`config.mk`:
```
export PLATFORM = sky130hd
export DESIGN_NAME = burst_bus_master
export DESIGN_NICKNAME = d
export VERILOG_FILES = /design/src/rtl/bbm_pkg.sv /design/src/rtl/bbm_req_latch.sv /design/src/rtl/bbm_beat_ctr.sv /design/src/rtl/bbm_seq.sv /design/src/rtl/bbm_rdata.sv /design/src/rtl/burst_bus_master.sv
export SDC_FILE = /design/constraint.sdc
export NUM_CORES = 1
export LEC_CHECK = 0
export BUFFER_PORTS_ARGS = -buffer_cell sky130_fd_sc_hd__buf_2
export CAP_MARGIN = 20
export CORE_MARGIN = 1
export CORE_UTILIZATION = 36
export CTS_BUF_LIST = sky130_fd_sc_hd__clkbuf_8
export DETAILED_ROUTE_END_ITERATION = 10
export GPL_ROUTABILITY_DRIVEN = 0
export GPL_TIMING_DRIVEN = 0
export PLACE_DENSITY = 0.66
export SLEW_MARGIN = 20
export SYNTH_ARGS = -nofsm -noshare
export SYNTH_HDL_FRONTEND = slang
export SYNTH_SLANG_ARGS = --single-unit
```
`constraint.sdc`:
```
create_clock -name clk -period 2.54 [get_ports clk]
set_input_delay 0.127 -clock clk [delete_from_list [all_inputs] [get_ports clk]]
set_output_delay 0.127 -clock clk [all_outputs]
set_load 0.01 [all_outputs]
```
`src/rtl/bbm_pkg.sv`:
```
package bbm_pkg;
  typedef enum logic [1:0] {
    KIND_SINGLE = 2'b00,
    KIND_LINE   = 2'b01
  } xfer_kind_e;

  typedef enum logic {
    SEQ_IDLE,
    SEQ_BUSY
  } seq_state_e;
endpackage

```
`src/rtl/bbm_req_latch.sv`:
```
module bbm_req_latch
  import bbm_pkg::*;
#(
  parameter int AW    = 32,
  parameter int DW    = 32,
  parameter int BEATS = 4
) (
  input  logic                     clk,
  input  logic                     rst,
  input  logic                     load,
  input  logic [AW-1:0]            in_addr,
  input  logic                     in_line,
  output logic [AW-1:0]            out_addr,
  output xfer_kind_e               out_kind,
  output logic [$clog2(BEATS)-1:0] start_idx
);
  localparam int LSB = $clog2(DW / 8);
  localparam int IW  = $clog2(BEATS);
  localparam logic [AW-1:0] ALIGN_MASK = ~AW'((1 << LSB) - 1);

  assign start_idx = in_addr[LSB +: IW];

  always_ff @(posedge clk) begin
    if (rst) begin
      out_addr <= '0;
      out_kind <= KIND_SINGLE;
    end else if (load) begin
      out_addr <= in_addr & ALIGN_MASK;
      out_kind <= in_line ? KIND_LINE : KIND_SINGLE;
    end
  end

  assert_addr_hold_R5: assert property (@(posedge clk) disable iff (rst)
    !load |=> $stable(out_addr) && $stable(out_kind));
endmodule

```
`src/rtl/bbm_beat_ctr.sv`:
```
module bbm_beat_ctr #(
  parameter int BEATS = 4
) (
  input  logic                     clk,
  input  logic                     rst,
  input  logic                     load,
  input  logic [$clog2(BEATS)-1:0] start_idx,
  input  logic                     advance,
  output logic [$clog2(BEATS)-1:0] idx,
  output logic                     first_beat,
  output logic                     last_beat
);
  localparam int IW = $clog2(BEATS);
  localparam logic [IW-1:0] LAST = IW'(BEATS - 1);

  logic [IW-1:0] beat;

  always_ff @(posedge clk) begin
    if (rst) begin
      beat <= '0;
      idx  <= '0;
    end else if (load) begin
      beat <= '0;
      idx  <= start_idx;
    end else if (advance) begin
      beat <= beat + 1'b1;
      idx  <= idx + 1'b1;
    end
  end

  assign first_beat = (beat == '0);
  assign last_beat  = (beat == LAST);

  assert_idx_wrap_R6: assert property (@(posedge clk) disable iff (rst)
    advance && !load |=> idx == IW'($past(idx) + 1'b1));
  assert_load_idx_R6: assert property (@(posedge clk) disable iff (rst)
    load |=> idx == $past(start_idx) && first_beat);
endmodule

```
`src/rtl/bbm_seq.sv`:
```
module bbm_seq
  import bbm_pkg::*;
(
  input  logic clk,
  input  logic rst,
  input  logic req_valid,
  input  logic line,
  input  logic first_beat,
  input  logic last_beat,
  input  logic bus_ta,
  input  logic bus_tea,
  output logic req_ready,
  output logic load,
  output logic capture,
  output logic advance,
  output logic bus_ts,
  output logic bus_tip,
  output logic done,
  output logic done_err
);
  seq_state_e state;
  logic retry, fail, finish_ok;

  assign bus_tip   = (state == SEQ_BUSY);
  assign req_ready = (state == SEQ_IDLE);

  always_comb begin
    load      = req_valid && (state == SEQ_IDLE);
    capture   = bus_tip && bus_ta && !bus_tea;
    retry     = bus_tip && bus_ta && bus_tea && line && first_beat;
    fail      = bus_tip && bus_tea && !retry;
    finish_ok = capture && (!line || last_beat);
    advance   = capture && line && !last_beat;
  end

  always_ff @(posedge clk) begin
    if (rst) begin
      state    <= SEQ_IDLE;
      bus_ts   <= 1'b0;
      done     <= 1'b0;
      done_err <= 1'b0;
    end else begin
      bus_ts   <= load || retry;
      done     <= finish_ok || fail;
      done_err <= fail;
      case (state)
        SEQ_IDLE: if (load) state <= SEQ_BUSY;
        SEQ_BUSY: if (finish_ok || fail) state <= SEQ_IDLE;
        default:  state <= SEQ_IDLE;
      endcase
    end
  end

  assert_accept_R2: assert property (@(posedge clk) disable iff (rst)
    req_valid && req_ready |=> bus_ts && bus_tip);
  assert_ts_once_R3: assert property (@(posedge clk) disable iff (rst)
    bus_ts |=> !bus_ts || $past(bus_ta && bus_tea));
  assert_ts_in_tip_R4: assert property (@(posedge clk) disable iff (rst)
    bus_ts |-> bus_tip);
  assert_end_done_R4: assert property (@(posedge clk) disable iff (rst)
    $fell(bus_tip) |-> done);
  assert_err_abort_R9: assert property (@(posedge clk) disable iff (rst)
    bus_tip && bus_tea && !bus_ta |=> done && done_err && !bus_tip);
  assert_rerun_R10: assert property (@(posedge clk) disable iff (rst)
    bus_tip && bus_ta && bus_tea && line && first_beat |=> bus_ts && bus_tip && !done);
  assert_idle_ack_R12: assert property (@(posedge clk) disable iff (rst)
    !bus_tip && !req_valid |=> !done && !bus_tip);
endmodule

```
`src/rtl/bbm_rdata.sv`:
```
module bbm_rdata #(
  parameter int DW = 32,
  parameter int IW = 2
) (
  input  logic          clk,
  input  logic          rst,
  input  logic          capture,
  input  logic [DW-1:0] din,
  input  logic [IW-1:0] din_idx,
  output logic          rsp_valid,
  output logic [DW-1:0] rsp_data,
  output logic [IW-1:0] rsp_idx
);
  always_ff @(posedge clk) begin
    if (rst) begin
      rsp_valid <= 1'b0;
      rsp_data  <= '0;
      rsp_idx   <= '0;
    end else begin
      rsp_valid <= capture;
      if (capture) begin
        rsp_data <= din;
        rsp_idx  <= din_idx;
      end
    end
  end

  assert_beat_data_R7: assert property (@(posedge clk) disable iff (rst)
    capture |=> rsp_valid && rsp_data == $past(din) && rsp_idx == $past(din_idx));
endmodule

```
`src/rtl/burst_bus_master.sv`:
```
module burst_bus_master
  import bbm_pkg::*;
#(
  parameter int AW    = 32,
  parameter int DW    = 32,
  parameter int BEATS = 4
) (
  input  logic                     clk,
  input  logic                     rst,
  input  logic                     req_valid,
  output logic                     req_ready,
  input  logic [AW-1:0]            req_addr,
  input  logic                     req_line,
  output logic [AW-1:0]            bus_addr,
  output logic [1:0]               bus_kind,
  output logic                     bus_ts,
  output logic                     bus_tip,
  output logic [$clog2(BEATS)-1:0] bus_ln,
  input  logic                     bus_ta,
  input  logic                     bus_tea,
  input  logic [DW-1:0]            bus_rdata,
  output logic                     rsp_valid,
  output logic [DW-1:0]            rsp_data,
  output logic [$clog2(BEATS)-1:0] rsp_idx,
  output logic                     done,
  output logic                     done_err
);
  localparam int IW = $clog2(BEATS);

  logic          load, capture, advance, first_beat, last_beat;
  logic [IW-1:0] start_idx;
  xfer_kind_e    kind;

  bbm_req_latch #(.AW(AW), .DW(DW), .BEATS(BEATS)) u_latch (
    .clk(clk), .rst(rst), .load(load), .in_addr(req_addr), .in_line(req_line),
    .out_addr(bus_addr), .out_kind(kind), .start_idx(start_idx)
  );

  bbm_beat_ctr #(.BEATS(BEATS)) u_beats (
    .clk(clk), .rst(rst), .load(load), .start_idx(start_idx), .advance(advance),
    .idx(bus_ln), .first_beat(first_beat), .last_beat(last_beat)
  );

  bbm_seq u_seq (
    .clk(clk), .rst(rst), .req_valid(req_valid), .line(kind == KIND_LINE),
    .first_beat(first_beat), .last_beat(last_beat), .bus_ta(bus_ta), .bus_tea(bus_tea),
    .req_ready(req_ready), .load(load), .capture(capture), .advance(advance),
    .bus_ts(bus_ts), .bus_tip(bus_tip), .done(done), .done_err(done_err)
  );

  bbm_rdata #(.DW(DW), .IW(IW)) u_rdata (
    .clk(clk), .rst(rst), .capture(capture), .din(bus_rdata), .din_idx(bus_ln),
    .rsp_valid(rsp_valid), .rsp_data(rsp_data), .rsp_idx(rsp_idx)
  );

  assign bus_kind = kind;
endmodule

```
==> results.toml, run 1 <==
[synth]
avgSynthCellArea_um2 = 8.20
synth_area_leaders = "dfxtp_1 (54%), nand2_1 (18%), a21oi_1 (12%)"
synthCells = 334
synth_top_cell_by_area = "dfxtp_1"
synth_top_area_frac = 0.541
yosysUniqueCellTypes = 30
ys_seq_area_frac = 0.541
yosysMostFrequentCell = "nand2_1"
synth_warnings = 0
ys_ff_latch = 74
synth_commonest_cells = "nand2_1 (130), dfxtp_1 (74), a21oi_1 (66)"
synth-edff-count = 0
synthArstFlopShare = 0
synth-main-ff-cell = "dfxtp_1"
syn_area_mm2 = 0.00274

[timing]
rsz0062_at_grt = "no"
period_share = 0.561
tightest_slew_ns = 0.503
finalMaxSlewViolations = 0
tns_ns = 0
skew_ns = 0.00667
max_freq_ghz = 0.701
hold_viol = 0
relSlewSlack = 0.665
finalCriticalPeriod_ns = 1.43
setup_viol = 0
hold_ws_ns = 0.0233

[cts]
cts_root_buffer = "clkbuf_8"
htree_num_levels = 3
cts_inserted_buffers = 9
clockBufferDepth = 2
cts.clk_slew.worst_paths_ns = 0.08
cts_tree = "built"
cts_sinks = 74
cts_resized = 0
cts_hold_buf = 0
clk_latency_ns = 0.33
postCtsSetupBuffers = 0

[routing]
dr.first_iter.drc_count = 111
drt_wl_total_um = 7060
vias = 2680
wire_per_inst_um = 12.0
via_per_inst = 4.54
firstDrtPassIters = 5
postRouteAntennaNets = 0
drc = 0

[worst_setup_path]
path_cells = "ha_1, and2b_2, and3_4, a2111oi_2"
cp_slowest_cell = "dfxtp_1"
worstPathArrival_ns = 1.66
worstSetupEndpointType = "register"
cp_slowest_stage_delay_ns = 0.36
worstPathMaxFanout = 5
crit_required_ns = 2.77
cp-start-kind = "register"
path_class = "register to register"

[global_route]
grt_first_pass_wirelength_um = 10800
grt_usage = 0.178
grt.met1_usage = 0.207
grt_max_degree = 13
first_global_vias = 2411
grt_use_met2 = 0.299
grt-ovfl-total = 0
antenna_found_initial = 0
met3_usage = 0.0637
grt_most_used_layer = "met2"

[pwr]
clockPowerShare = 0.394
vdd_drop_max_v = 0.000324
switchingPower_mw = 0.609
power.internal_mw = 1.92
p_sw_frac = 0.241
pwr-share-comb = 0.117
leakagePower_nw = 1.77
seqPwrFrac = 0.490
power_mw = 2.52
power.density_mw_per_mm2 = 667

[layout]
multiInputGateArea_mm2 = 0.00107
area_growth_pct = 38.2
num_antenna_cells = 0
regArea_mm2 = 0.00148
final_core_util = 0.519
fillers = 752
nets = 558
drive_gt1_frac = 0.371

[status]
status = "complete, no violations"

[floorplanning]
start_util = 0.376
die_y_um = 89.2
fp.dieW_um = 89.2
pin_count = 146
rows = 31
core_mm2 = 0.00729
dieArea_mm2 = 0.00796

[placement]
port_buffers = 139
hpwlAfterDp_um = 5270

[hold_path]
hp-class = "input port to register"

[run]
drv_cap = 0
==> sequential cells by signal, indices dropped and copies added, names as in the netlist <==
register / cells
u_beats.beat: 2
u_beats.idx: 2
u_latch.out_addr: 30
u_latch.out_kind: 1
u_rdata.rsp_data: 32
u_rdata.rsp_idx: 2
u_rdata.rsp_valid: 1
u_seq.bus_tip: 1
u_seq.bus_ts: 1
u_seq.done: 1
u_seq.done_err: 1
==> critical path: cells and delay by family, from the launching register on <==
kind	cells	cell delay, ns
simple gates	2	0.45
flops	1	0.36
compound gates	1	0.33
fa+ha+maj	1	0.18
==> power by group through the flow <==
stage / clock network (mW) / registers (mW) / logic (mW)
4_1_cts: 1.03 / 1.24 / 0.299
2_1_floorplan: 0 / 1.29 / 0.136
3_5_place_dp: 0 / 1.26 / 0.298
5_1_grt: 1.08 / 1.24 / 0.330
3_3_place_gp: 0 / 1.26 / 0.294
6_report: 0.993 / 1.24 / 0.295
==> routing by layer <==
layer / share of wire / vias to the layer above / routed length [um]
met1: 0.44 / 1181 / 3120
li1: - / 1377 / -
met3: 0.10 / 9 / 728
met4: 0.012 / 0 / 82
met2: 0.44 / 113 / 3130
met5: 0 / - / 0
==> placed cells by master, fill, tap and decap left out, drive strengths merged, types with 2 or more instances in the layout <==
master,n
nand2b,2
and3,3
conb,3
a311oi,2
nor2,5
inv,4
o21ai,3
nand3,3
buf,160
dfxtp,74
ha,2
clkinv,2
a21oi,66
a211oi,3
bufinv,2
clkbuf,17
nand2,130
==> cell families (layout without fill, tap and decap cells) <==
kind of cell	Yosys count	in the layout	synth area share
and+or+nand+nor	151	151	0.230
AOI/OAI and AO/OA	75	75	0.146
DFF	74	74	0.541
buffers and inverters	31	186	0.0726
adders and majority gates	2	2	0.00914
other	1	3	0.00137
==> stage by stage <==
step,worst slack (ns),instance area [um2],std cells
after floorplan,1.22,2750,336
after global placement,1.16,3570,574
after detailed placement,1.13,3570,574
after CTS,1.12,3780,590
after global routing,1.06,3780,590
final,1.11,3780,590
==> worst paths after layout <==
kind,slack [ns],cells past startpoint,endpoint,start
worst max-delay path,1.11,4,u_beats.idx[1],u_beats.beat[0]
worst min-delay path,0.02,3,u_latch.out_addr[21],req_addr[21]
worst max register to register,1.11,4,u_beats.idx[1],u_beats.beat[0]
worst min register to register,0.45,2,u_latch.out_addr[24],u_latch.out_addr[24]
==> layout make-up <==
type	count	share of cell area
Clock inverter	6	0.0215
Timing Repair Buffer	139	0.184
Tap cell	99	0.0327
Inverter	3	0.00298
Sequential cell	74	0.391
Buffer	28	0.0496
Multi-Input combinational cell	231	0.282
Clock buffer	10	0.0364
Power figures use the tool's default switching activity.
==> run 2, diff against run 1 <==
Settings changed: ABC_AREA from default to 1, PLACE_DENSITY 0.66 to 0.69.
Clock period 2.54 ns to 1.23 ns, I/O delays scaled along.
==> results.toml, run 2 <==
[status]
status = "complete, no violations"

[global_route]
antenna_found_initial = 0
grt_usage = 0.208
grt-ovfl-total = 0
grt_max_degree = 13
first_global_vias = 2760
grt_first_pass_wirelength_um = 12300

[routing]
postRouteAntennaNets = 0
dr.first_iter.drc_count = 60
drt_wl_total_um = 8320
met2_length_um = 3970
highest_layer = "met4"
via_per_inst = 4.51
met3_length_um = 701
firstDrtPassIters = 5
wire_per_inst_um = 12.6
drc = 0
vias = 2978
wl_met1_um = 3530

[layout]
multiInputGateArea_mm2 = 0.00106
fillers = 624
largest_register_ffs = 32
regArea_mm2 = 0.00149
layout_commonest_cell = "buf_2"
num_antenna_cells = 0
final_cell_mix = "buf_2 (145), nor2_1 (126), dfxtp_1 (73)"
regMostFlops = "u_rdata.rsp_data"
nets = 630
final_design_area_no_fill_mm2 = 0.00449
reg_top3 = "u_rdata.rsp_data: 32 flops, u_latch.out_addr: 30 flops"
area_growth_pct = 68.1
drive_gt1_frac = 0.345

[synth]
muxShareOfSynthArea = 0
ys_ff_latch = 74
syn_area_mm2 = 0.00267
synth_top_family_by_area = "simple AND/OR/NAND/NOR gates"
synth_compound_area_frac = 0.143
synth-main-ff-cell = "dfxtp_1"
synth_xor_area_frac = 0
synth_commonest_cells = "nor2_1 (127), dfxtp_1 (74), o21ai_0 (57)"
synth_top_cell_by_area = "dfxtp_1"
synth_warnings = 0
yosysUniqueCellTypes = 22
avgSynthCellArea_um2 = 7.90
synth-edff-count = 0
synth_area_leaders = "dfxtp_1 (56%), nor2_1 (18%), o21ai_0 (11%)"
synth_fa_ha_area_frac = 0.00938
synthCells = 338
synth_top_area_frac = 0.555
synthSimpleGateAreaFrac = 0.226
yosysMostFrequentCell = "nor2_1"
synthArstFlopShare = 0
ys_seq_area_frac = 0.555

[timing]
skew_ns = 0.00442
finalCriticalPeriod_ns = 1.20
finalMaxSlewViolations = 0
tns_ns = 0
hold_viol = 0
period_share = 0.976
max_freq_ghz = 0.833
tightest_slew_ns = 0.510
rsz0062_at_grt = "yes"
relSlewSlack = 0.660
setup_viol = 0

[floorplanning]
fp.dieW_um = 88.1
dieArea_mm2 = 0.00776
core_mm2 = 0.00721
start_util = 0.370
die_y_um = 88.1
pin_count = 146
rows = 31

[worst_setup_path]
path_class = "register to register"
worstSetupEndpointType = "register"
crit_required_ns = 1.50
cp-start-kind = "register"
worstPathArrival_ns = 1.47
r2r_slack_ns = 0.03
worstPathMaxFanout = 6
worst_r2r_path_depth = 6

[cts]
cts_tree = "built"
htree_num_levels = 3
cts_sinks = 74
clockBufferDepth = 2
cts_root_buffer = "clkbuf_8"
clk_latency_ns = 0.33
cts_inserted_buffers = 9
cts.clk_slew.worst_paths_ns = 0.07

[pwr]
seqPwrFrac = 0.471
leakagePower_nw = 2.25
power.density_mw_per_mm2 = 1240
switchingPower_mw = 1.38
pwr-share-comb = 0.164
vdd_drop_max_v = 0.000620
p_sw_frac = 0.248
clockPowerShare = 0.365
power.internal_mw = 4.19

[placement]
port_buffers = 139
place_area_mm2 = 0.00350
hpwlAfterDp_um = 5310

[hold_path]
hp-class = "input port to register"
hold_depth = 3

[run]
drv_cap = 0
run 2: cell count changes in the layout (fill, tap and decap cells not counted), sizes merged, moves of 4 or more:
cell,previous run,this run
a21oi,66,8
nand3,3,7
inv,4,9
clkbuf,17,21
nor2,5,128
dlygate4sd3,0,62
nand2,130,18
o21ai,3,64
run 2: power by group through the flow:
stage                     Clock (mW)  Sequential, mW  Combinational, mW
after floorplan                    0            2.74              0.301
after global placement             0            2.67              0.692
after detailed placement           0            2.67              0.701
after CTS                       2.11            2.62              0.858
after global routing            2.22            2.64               1.02
final                           2.04            2.62              0.915
run 2: through the flow:
stage	setup slack [ns]	std cells	hold WS, ns	total power [mW]	utilization
detailed placement	-0.0868	578	0.289	3.37	0.485
CTS	0.00330	655	0.00254	5.59	0.601
global placement	-0.0421	578	0.284	3.36	0.485
global route	-0.0511	661	0.000364	5.88	0.622
finish	0.0292	661	0.0161	5.57	0.622
floorplan	0.0781	340	0.196	3.04	-
run 2: area by class of cell:
type,count,area share
clock inverter,5,0.0176
tap,99,0.0276
clock buffer,10,0.0307
sequential,74,0.331
multi-input combinational,232,0.237
buffer,24,0.0351
timing repair buffer,207,0.312
inverter,10,0.00892
run 2: path summary, 6_finish.rpt:
check	from	endpoint
setup / recovery	u_seq.bus_tip	u_rdata.rsp_data[13]
hold reg to reg	u_latch.out_addr[2]	u_latch.out_addr[2]
hold / removal	req_addr[19]	u_latch.out_addr[19]
setup reg to reg	u_seq.bus_tip	u_rdata.rsp_data[13]
run 2: cell families after synthesis:
kind of cell,after synthesis
simple gates,153
compound gates,74
flops,74
buf+inv,34
fa+ha+maj,2
other cells,1
run 2: layer usage:
layer | up-vias | track usage
li1 | 1515 | -
met1 | 1333 | 0.220
met2 | 118 | 0.387
met3 | 12 | 0.0594
met4 | 0 | 0.0865
met5 | - | 0
run 2: worst max-delay path: stages (launching register included):
cell and delay [ns]:
dfxtp_4 0.38, nand2_4 0.05, nor2_4 0.21, buf_8 0.19
clkbuf_16 0.15, o21ai_1 0.05, nor2_1 0.11
run 2: repair_timing:
action | 4_1_cts | 5_1_grt
endpoints found under the hold margin | 62 | 0
hold buffers | 62 | 0
setup endpoints to repair | 64 | 55
pin swaps | 0 | 10
setup buffers | 0 | 4
cloned | 0 | 2
gates resized for setup | 4 | 27
